`src/rtl/aggr_status_pkg.sv`:
```
// Shared constants and types for the aggregated receive buffer status parser.
// Assumes the fixed record layout: eight 32-bit words ahead of each payload.
package aggr_status_pkg;
    localparam int REC_WORDS     = 8;
    localparam int LEN_W         = 16;
    localparam int EP_W          = 5;
    localparam int RULE_W        = 10;
    localparam int TRAILER_BYTES = 8;

    localparam logic [7:0] OP_PACKET      = 8'h01;
    localparam logic [7:0] OP_DROPPED     = 8'h02;
    localparam logic [7:0] OP_SUSPENDED   = 8'h04;
    localparam logic [7:0] OP_SECOND_PASS = 8'h40;
    localparam logic [7:0] EXC_DEAGGR     = 8'h01;

    typedef enum logic [2:0] {
        ST_IDLE,
        ST_HDR,
        ST_PAY,
        ST_SKIP,
        ST_DRAIN
    } walk_state_e;

    // True for opcodes whose record describes a packet payload
    function automatic logic is_pkt_op(input logic [7:0] op);
        return (op == OP_PACKET) || (op == OP_DROPPED) ||
               (op == OP_SUSPENDED) || (op == OP_SECOND_PASS);
    endfunction
endpackage

```
`src/rtl/aggr_rec_decode.sv`:
```
// Combinational decode of one captured status record: payload presence,
// payload and span lengths in words, tail byte count and the drop verdict.
// Assumes pad_align is zero or a power of two and the span is word aligned.
module aggr_rec_decode
    import aggr_status_pkg::*;
#(
    parameter int ALIGN_W = 8,
    parameter int SPAN_W  = LEN_W + 2
) (
    input  logic [31:0]         hdr_w0,
    input  logic [20:0]         hdr_w1,
    input  logic [RULE_W-1:0]   hdr_rule,
    input  logic [ALIGN_W-1:0]  pad_align,
    input  logic                trailer_en,
    input  logic [EP_W-1:0]     cmd_ep,
    output logic                has_payload,
    output logic [SPAN_W-1:0]   pay_words,
    output logic [SPAN_W-1:0]   span_words,
    output logic [SPAN_W-1:0]   skip_words,
    output logic [2:0]          tail_bytes,
    output logic                drop,
    output logic                tag_seen,
    output logic                tag_is_cmd
);
    logic [7:0]        opcode;
    logic [7:0]        exc_code;
    logic [15:0]       tag_mask;
    logic [LEN_W-1:0]  pkt_len;
    logic [SPAN_W-1:0] len_x;
    logic [SPAN_W-1:0] align_eff;
    logic [SPAN_W-1:0] rounded;
    logic [SPAN_W-1:0] span_bytes;

    // Field extraction from the captured words
    always_comb begin
        opcode   = hdr_w0[7:0];
        exc_code = hdr_w0[15:8];
        tag_mask = hdr_w0[31:16];
        pkt_len  = hdr_w1[LEN_W-1:0];
    end

    // Length arithmetic: alignment round-up, trailer, word counts
    always_comb begin
        len_x      = SPAN_W'(pkt_len);
        align_eff  = (pad_align == '0) ? SPAN_W'(1) : SPAN_W'(pad_align);
        rounded    = (len_x + align_eff - SPAN_W'(1)) & ~(align_eff - SPAN_W'(1));
        span_bytes = rounded + (trailer_en ? SPAN_W'(TRAILER_BYTES) : '0);
        span_words = span_bytes >> 2;
        pay_words  = (len_x + SPAN_W'(3)) >> 2;
        skip_words = span_words - pay_words;
        tail_bytes = (pkt_len[1:0] == 2'b00) ? 3'd4 : {1'b0, pkt_len[1:0]};
    end

    // Delivery verdict in priority order: tag, exception, routing miss
    always_comb begin
        has_payload = is_pkt_op(opcode) && (pkt_len != '0);
        tag_seen    = (tag_mask != '0);
        tag_is_cmd  = (hdr_w1[16 +: EP_W] == cmd_ep);
        if (tag_seen)
            drop = 1'b1;
        else if (exc_code != 8'h00)
            drop = (exc_code == EXC_DEAGGR);
        else
            drop = (hdr_rule == {RULE_W{1'b1}});
    end
endmodule

```
`src/rtl/aggr_walker.sv`:
```
// Buffer walker: counts the word budget, captures record fields, forwards
// payload words, skips pad and trailer words and drains tails or overruns.
// Assumes the source holds a word until accepted and config is stable.
module aggr_walker
    import aggr_status_pkg::*;
#(
    parameter int BUF_W  = 16,
    parameter int SPAN_W = LEN_W + 2
) (
    input  logic               clk,
    input  logic               rst_n,
    input  logic               buf_start,
    input  logic [BUF_W-1:0]   buf_bytes,
    input  logic               in_valid,
    output logic               in_ready,
    input  logic [31:0]        in_data,
    output logic               out_valid,
    input  logic               out_ready,
    output logic               out_sop,
    output logic               out_eop,
    output logic [2:0]         out_bytes,
    output logic               out_drop,
    output logic               busy,
    output logic               cmd_done,
    output logic               tag_err,
    output logic               overrun_err,
    output logic [31:0]        hdr_w0,
    output logic [20:0]        hdr_w1,
    output logic [RULE_W-1:0]  hdr_rule,
    input  logic               has_payload,
    input  logic [SPAN_W-1:0]  pay_words,
    input  logic [SPAN_W-1:0]  span_words,
    input  logic [SPAN_W-1:0]  skip_words,
    input  logic [2:0]         tail_bytes,
    input  logic               drop,
    input  logic               tag_seen,
    input  logic               tag_is_cmd
);
    localparam int CMP_W = (BUF_W > SPAN_W) ? BUF_W : SPAN_W;

    walk_state_e       state_q;
    logic [BUF_W-1:0]  rem_q;
    logic [BUF_W-1:0]  rem_nx;
    logic [BUF_W-1:0]  load_words;
    logic [2:0]        hdr_idx_q;
    logic [SPAN_W-1:0] pay_q;
    logic [SPAN_W-1:0] skip_q;
    logic [2:0]        tail_q;
    logic              drop_q, sop_q, done_q, tag_err_q, ovr_q;
    logic              acc;

    // Where to go once a record (and its payload) is fully consumed
    function automatic walk_state_e after_rec(input logic [BUF_W-1:0] r);
        if (r == '0)
            return ST_IDLE;
        else if (r < BUF_W'(REC_WORDS))
            return ST_DRAIN;
        return ST_HDR;
    endfunction

    // Handshake and output markers
    always_comb begin
        busy        = (state_q != ST_IDLE);
        in_ready    = (state_q == ST_HDR) || (state_q == ST_SKIP) ||
                      (state_q == ST_DRAIN) || ((state_q == ST_PAY) && out_ready);
        acc         = in_valid && in_ready;
        rem_nx      = rem_q - BUF_W'(1);
        load_words  = buf_bytes >> 2;
        out_valid   = (state_q == ST_PAY) && in_valid;
        out_sop     = sop_q;
        out_eop     = (pay_q == SPAN_W'(1));
        out_bytes   = out_eop ? tail_q : 3'd4;
        out_drop    = drop_q;
        cmd_done    = done_q;
        tag_err     = tag_err_q;
        overrun_err = ovr_q;
    end

    // Walk state, word budget, record capture and status flags
    always_ff @(posedge clk) begin
        if (!rst_n) begin
            state_q   <= ST_IDLE;
            rem_q     <= '0;
            hdr_idx_q <= '0;
            pay_q     <= '0;
            skip_q    <= '0;
            tail_q    <= 3'd4;
            drop_q    <= 1'b0;
            sop_q     <= 1'b0;
            done_q    <= 1'b0;
            tag_err_q <= 1'b0;
            ovr_q     <= 1'b0;
            hdr_w0    <= '0;
            hdr_w1    <= '0;
            hdr_rule  <= '0;
        end else begin
            done_q <= 1'b0;
            if (state_q == ST_IDLE) begin
                if (buf_start) begin
                    rem_q     <= load_words;
                    hdr_idx_q <= '0;
                    tag_err_q <= 1'b0;
                    ovr_q     <= 1'b0;
                    state_q   <= after_rec(load_words);
                end
            end else if (acc) begin
                rem_q <= rem_nx;
                case (state_q)
                    ST_HDR: begin
                        hdr_idx_q <= hdr_idx_q + 3'd1;
                        case (hdr_idx_q)
                            3'd0:    hdr_w0   <= in_data;
                            3'd1:    hdr_w1   <= in_data[20:0];
                            3'd3:    hdr_rule <= in_data[31:32-RULE_W];
                            default: ;
                        endcase
                        if (hdr_idx_q == 3'd7) begin
                            if (!has_payload) begin
                                state_q <= after_rec(rem_nx);
                            end else if (CMP_W'(span_words) > CMP_W'(rem_nx)) begin
                                ovr_q   <= 1'b1;
                                state_q <= (rem_nx == '0) ? ST_IDLE : ST_DRAIN;
                            end else begin
                                state_q   <= ST_PAY;
                                pay_q     <= pay_words;
                                skip_q    <= skip_words;
                                tail_q    <= tail_bytes;
                                drop_q    <= drop;
                                sop_q     <= 1'b1;
                                done_q    <= tag_seen && tag_is_cmd;
                                tag_err_q <= tag_err_q || (tag_seen && !tag_is_cmd);
                            end
                        end
                    end
                    ST_PAY: begin
                        sop_q <= 1'b0;
                        pay_q <= pay_q - SPAN_W'(1);
                        if (pay_q == SPAN_W'(1))
                            state_q <= (skip_q != '0) ? ST_SKIP : after_rec(rem_nx);
                    end
                    ST_SKIP: begin
                        skip_q <= skip_q - SPAN_W'(1);
                        if (skip_q == SPAN_W'(1))
                            state_q <= after_rec(rem_nx);
                    end
                    ST_DRAIN: begin
                        if (rem_nx == '0)
                            state_q <= ST_IDLE;
                    end
                    default: ;
                endcase
            end
        end
    end
endmodule

```
`src/rtl/aggr_status_parser.sv`:
```
// Top of the aggregated receive buffer status parser: ties the record
// decoder to the buffer walker. Payload words pass straight through.
// Assumes the source holds words until accepted and config is stable per buffer.
module aggr_status_parser
    import aggr_status_pkg::*;
#(
    parameter int BUF_W   = 16,
    parameter int ALIGN_W = 8
) (
    input  logic               clk,
    input  logic               rst_n,
    input  logic [ALIGN_W-1:0] pad_align,
    input  logic               trailer_en,
    input  logic [EP_W-1:0]    cmd_ep,
    input  logic               buf_start,
    input  logic [BUF_W-1:0]   buf_bytes,
    output logic               busy,
    input  logic               in_valid,
    output logic               in_ready,
    input  logic [31:0]        in_data,
    output logic               out_valid,
    input  logic               out_ready,
    output logic [31:0]        out_data,
    output logic [2:0]         out_bytes,
    output logic               out_sop,
    output logic               out_eop,
    output logic               out_drop,
    output logic               cmd_done,
    output logic               tag_err,
    output logic               overrun_err
);
    localparam int SPAN_W = LEN_W + 2;

    logic [31:0]       hdr_w0;
    logic [20:0]       hdr_w1;
    logic [RULE_W-1:0] hdr_rule;
    logic              has_payload, drop, tag_seen, tag_is_cmd;
    logic [SPAN_W-1:0] pay_words, span_words, skip_words;
    logic [2:0]        tail_bytes;

    // Payload is forwarded without storage
    assign out_data = in_data;

    aggr_rec_decode #(.ALIGN_W(ALIGN_W), .SPAN_W(SPAN_W)) u_decode (
        .hdr_w0(hdr_w0), .hdr_w1(hdr_w1), .hdr_rule(hdr_rule),
        .pad_align(pad_align), .trailer_en(trailer_en), .cmd_ep(cmd_ep),
        .has_payload(has_payload), .pay_words(pay_words),
        .span_words(span_words), .skip_words(skip_words),
        .tail_bytes(tail_bytes), .drop(drop),
        .tag_seen(tag_seen), .tag_is_cmd(tag_is_cmd)
    );

    aggr_walker #(.BUF_W(BUF_W), .SPAN_W(SPAN_W)) u_walker (
        .clk(clk), .rst_n(rst_n), .buf_start(buf_start), .buf_bytes(buf_bytes),
        .in_valid(in_valid), .in_ready(in_ready), .in_data(in_data),
        .out_valid(out_valid), .out_ready(out_ready),
        .out_sop(out_sop), .out_eop(out_eop), .out_bytes(out_bytes),
        .out_drop(out_drop), .busy(busy), .cmd_done(cmd_done),
        .tag_err(tag_err), .overrun_err(overrun_err),
        .hdr_w0(hdr_w0), .hdr_w1(hdr_w1), .hdr_rule(hdr_rule),
        .has_payload(has_payload), .pay_words(pay_words),
        .span_words(span_words), .skip_words(skip_words),
        .tail_bytes(tail_bytes), .drop(drop),
        .tag_seen(tag_seen), .tag_is_cmd(tag_is_cmd)
    );
endmodule

```
`config.mk`:
```
export PLATFORM = sky130hd
export DESIGN_NAME = aggr_status_parser
export DESIGN_NICKNAME = d
export VERILOG_FILES = /design/src/rtl/aggr_status_pkg.sv /design/src/rtl/aggr_rec_decode.sv /design/src/rtl/aggr_walker.sv /design/src/rtl/aggr_status_parser.sv
export SDC_FILE = /design/constraint.sdc
export NUM_CORES = 1
export LEC_CHECK = 0
export ABC_CLOCK_PERIOD_IN_PS = 6300
export BUFFER_PORTS_ARGS = -buffer_cell sky130_fd_sc_hd__buf_2
export CORE_ASPECT_RATIO = 0.5
export CORE_MARGIN = 5
export CORE_UTILIZATION = 40
export DETAILED_ROUTE_END_ITERATION = 6
export GPL_TIMING_DRIVEN = 0
export PLACE_DENSITY_LB_ADDON = 0.3
export SLEW_MARGIN = 0
export SYNTH_ARGS = -nofsm -noshare
export SYNTH_HDL_FRONTEND = slang
export SYNTH_SLANG_ARGS = --single-unit
export TNS_END_PERCENT = 100
```
`constraint.sdc`:
```
create_clock -name clk -period 6.3 [get_ports clk]
set_input_delay 0 -clock clk [delete_from_list [all_inputs] [get_ports clk]]
set_output_delay 0 -clock clk [all_outputs]
set_load 0.02 [all_outputs]
```
==> results.md <==
* Final setup vio count at 0
* Syn Area/Cell at roughly 7.4 um^2
* Critical path class: flop to flop
* CP peak stage delay at 560 ps
* Post-synthesis mux area share at 0.00752
* Cell Pwr Density at 319 nW/um^2
* DRC at 0
* Top post-synthesis cells by count: nand2_1 (200), a21oi_1 (155), dfxtp_1 (129)
* Die area at around 28000 um^2
* Post-synth EDFFs at 0
* Sequential share of the synthesized area at 0.267
* Post-synth top area share at 0.267
* DRT iter0 DRCs at between 600 and 700
* Gr busiest metal: met2
* Most frequently used flop master after synthesis: dfxtp_1
* Footprint of the multi-input gates at 6390 um^2
* Met2 Use GR at 0.358
* Aggregate global-route resource usage at 0.223
* Post-route ant nets at 0
* Fill count at 2325
* Synth cell types at 88
* CP max stage cell: or4_1
* Clock Skews at ~7.4 ps
* Worst hold slack at 30.6 ps
* Leakage at between 4 and 5 nW
* Initial core utilization at 0.404
* Final WL at 31400 um
* Final HPWL DP at 24100 um
* Boundary pin count at 111
* CTS Root Cell: clkbuf_16
* Via count at slightly above 10k
* Worst-Margin Slew at 1060 ps
* WP data required at 6630 ps
* Crit path launch type: flop
* Sequential cell area at 2580 um^2
* Cells after Synth at 1311
* Synth async-reset ratio at 0
* Endpoints failing hold at 0
* Largest net degree at the start of global routing at 17
* Worst-skew pair later-pin latency at 430 ps
* Met1 Resource Use GR at 0.301
* Post-Syn Area at 9660 um^2
* Clock Tree Buf Depth at 2
* Diode count at 0
* Vias per cell at 5.56
* Synth area leaders: dfxtp_1 (27%), ha_1 (10%), a21oi_1 (8.0%)
* Area Growth Syn to Fin at 21.6%
* Core Box Area at 23900 um^2
* Compound-Gate Fraction of Synth Area at 0.217
* Warnings, synthesis at 0
* Final Cell Area at ~12000 um^2
* Rows at 40
* CP top delay family: compound AO/OA/AOI/OAI gates
* Worst-path fanout max at 6
* Crit. End Element: flop
* Placed cell areas at about 11000 um^2
* Initial antenna violation count at 0
* Max cap viols at 0
* Main combinational cell family by area after synthesis: simple AND/OR/NAND/NOR gates
* TritonCTS clock tree: built
* First-pass GRT wire length at 49700 um
* Buf/Inv on CP at 4
* Die Span X at around 230 um
* Cell taking the most area after synthesis: dfxtp_1
* Share of layout cells above drive strength 1 at 0.156
* Clock Sinks at between 100 and 150
* Simple-gate area share of the yosys netlist at 0.265
* Most common cell in the synthesized netlist: nand2_1
* WL/cell at between 15 and 20 um
* Final core utilization at 0.492
* Max Clk Rate at between 150 and 200 MHz
* Worst slew margin at 0.289
* Reg clk slew, reported paths at about 60 ps
* Die height at 120 um
* RePlAce Congestion at 0.961
* Crit path DAT at 6310 ps
* Final min period at 5980 ps
* Slew Limit Fails at 0
* Final Cycle Share at 0.950
* Status: finished, final reports clean
* Max VDD drop at 0.153 mV
* GR Util met3 at 0.0487
* Mapped Nets at 1458
* CTS H-tree depth at 4
* Total grt overflow at 0
* Post-Synth Adder-Cell Area at 0.105
* CTS Buf Count at 17
* Net count, final at 1633
* 1st-pass router iterations at 5
* FF+latch count, synth at 129
* Synth Area in XOR/XNOR at 0.0609
* Vias in the first global route at approximately 9.4k
* Hold Path Class: input pin to flop
* IO Port Bufs at ~110
==> logic make-up (layout without fill, tap and decap cells) <==
group / after synthesis / in the layout
AND/OR/NAND/NOR: 526 / 526
XOR/XNOR: 65 / 65
buffers and inverters: 160 / 347
adder cells (fa/ha/maj): 80 / 80
multiplexers: 7 / 7
flip-flops: 129 / 129
AO/OA/AOI/OAI: 344 / 344
==> sequential cells by signal, indices dropped and copies added, names as in the netlist <==
| register | cells |
|---|---|
| u_walker.hdr_w0 | 32 |
| u_walker.hdr_w1 | 21 |
| u_walker.pay_q | 18 |
| u_walker.skip_q | 18 |
| u_walker.rem_q | 16 |
| u_walker.hdr_rule | 10 |
| u_walker.hdr_idx_q | 3 |
| u_walker.state_q | 3 |
| u_walker.tail_q | 3 |
| u_walker.cmd_done | 1 |
| u_walker.out_drop | 1 |
| u_walker.out_sop | 1 |
| u_walker.overrun_err | 1 |
| u_walker.tag_err | 1 |
==> metrics by stage <==
step                cells  power, W  worst slack, ps  setup TNS [ps]
floorplan            1311   0.00217              631               0
global placement     1734   0.00259             -602           -9780
detailed placement   1734   0.00262             -629          -12510
CTS                  1804   0.00366             82.8               0
global route         1813   0.00397            -6.94           -12.7
finish               1813   0.00374              317               0
==> what timing repair did <==
item,CTS,global route
cloned,0,0
pin swaps,0,6
setup buffers,0,9
gates resized for setup,11,9
endpoints found under the setup margin,37,41
hold buffers,41,0
endpoints found under the hold margin,73,0
==> worst paths after layout <==
check / start / endpoint / slack [ps] / cells past startpoint
worst min-delay path: buf_bytes[14] / u_walker.rem_q[12] / 30 / 5
worst max register to register: u_walker.hdr_w1[2] / u_walker.skip_q[0] / 320 / 28
worst min register to register: u_walker.hdr_w0[20] / u_walker.hdr_w0[20] / 460 / 2
worst max-delay path: u_walker.hdr_w1[2] / u_walker.skip_q[0] / 320 / 28
==> where the power goes <==
group | switching [W] | total, W | internal, W
Combinational | 0.00107 | 0.00176 | 0.000688
Clock | 0.000397 | 0.00101 | 0.000615
Sequential | 0.0000793 | 0.000971 | 0.000892
==> routing by layer <==
layer  up-vias  part of all wire
li1       4958                 -
met1      4721              0.46
met2       346              0.44
met3        59             0.073
met4         0             0.024
met5         -                 0
==> area by class of cell <==
type,instances,area share
inverters,74,0.0238
clock buffers,20,0.0397
well taps,315,0.0336
flip-flops and latches,129,0.220
plain buffers,84,0.0396
repair buffers,158,0.0878
multi-input cells,1022,0.544
clock inverters,11,0.0110
==> layout by cell type, fill, tap and decap left out, types with 14 or more instances in the layout <==
cell type | synthesis | layout
a211oi_1 | 18 | 18
a21oi_1 | 155 | 155
and3_1 | 14 | 14
buf_2 | 1 | 109
buf_4 | 32 | 40
clkbuf_1 | 51 | 46
clkbuf_16 | 0 | 17
dfxtp_1 | 129 | 127
dlygate4sd3_1 | 0 | 41
ha_1 | 78 | 78
inv_1 | 72 | 72
nand2_1 | 200 | 199
nand3_1 | 38 | 38
nand4_1 | 14 | 14
nor2_1 | 119 | 119
nor3_1 | 39 | 39
nor4_1 | 20 | 20
o21ai_0 | 68 | 68
xnor2_1 | 47 | 47
xor2_1 | 17 | 17
==> worst reg2reg max path, delay by kind of cell (launching register included) <==
kind | cells | cell delay [ps]
AOI/OAI and AO/OA | 12 | 2260
xor gates and xnor gates | 1 | 130
adders and majority gates | 4 | 990
buffers and inverters | 4 | 380
DFF | 1 | 380
and+or+nand+nor | 7 | 1750
Note: power is estimated with default switching activity, not from simulation.
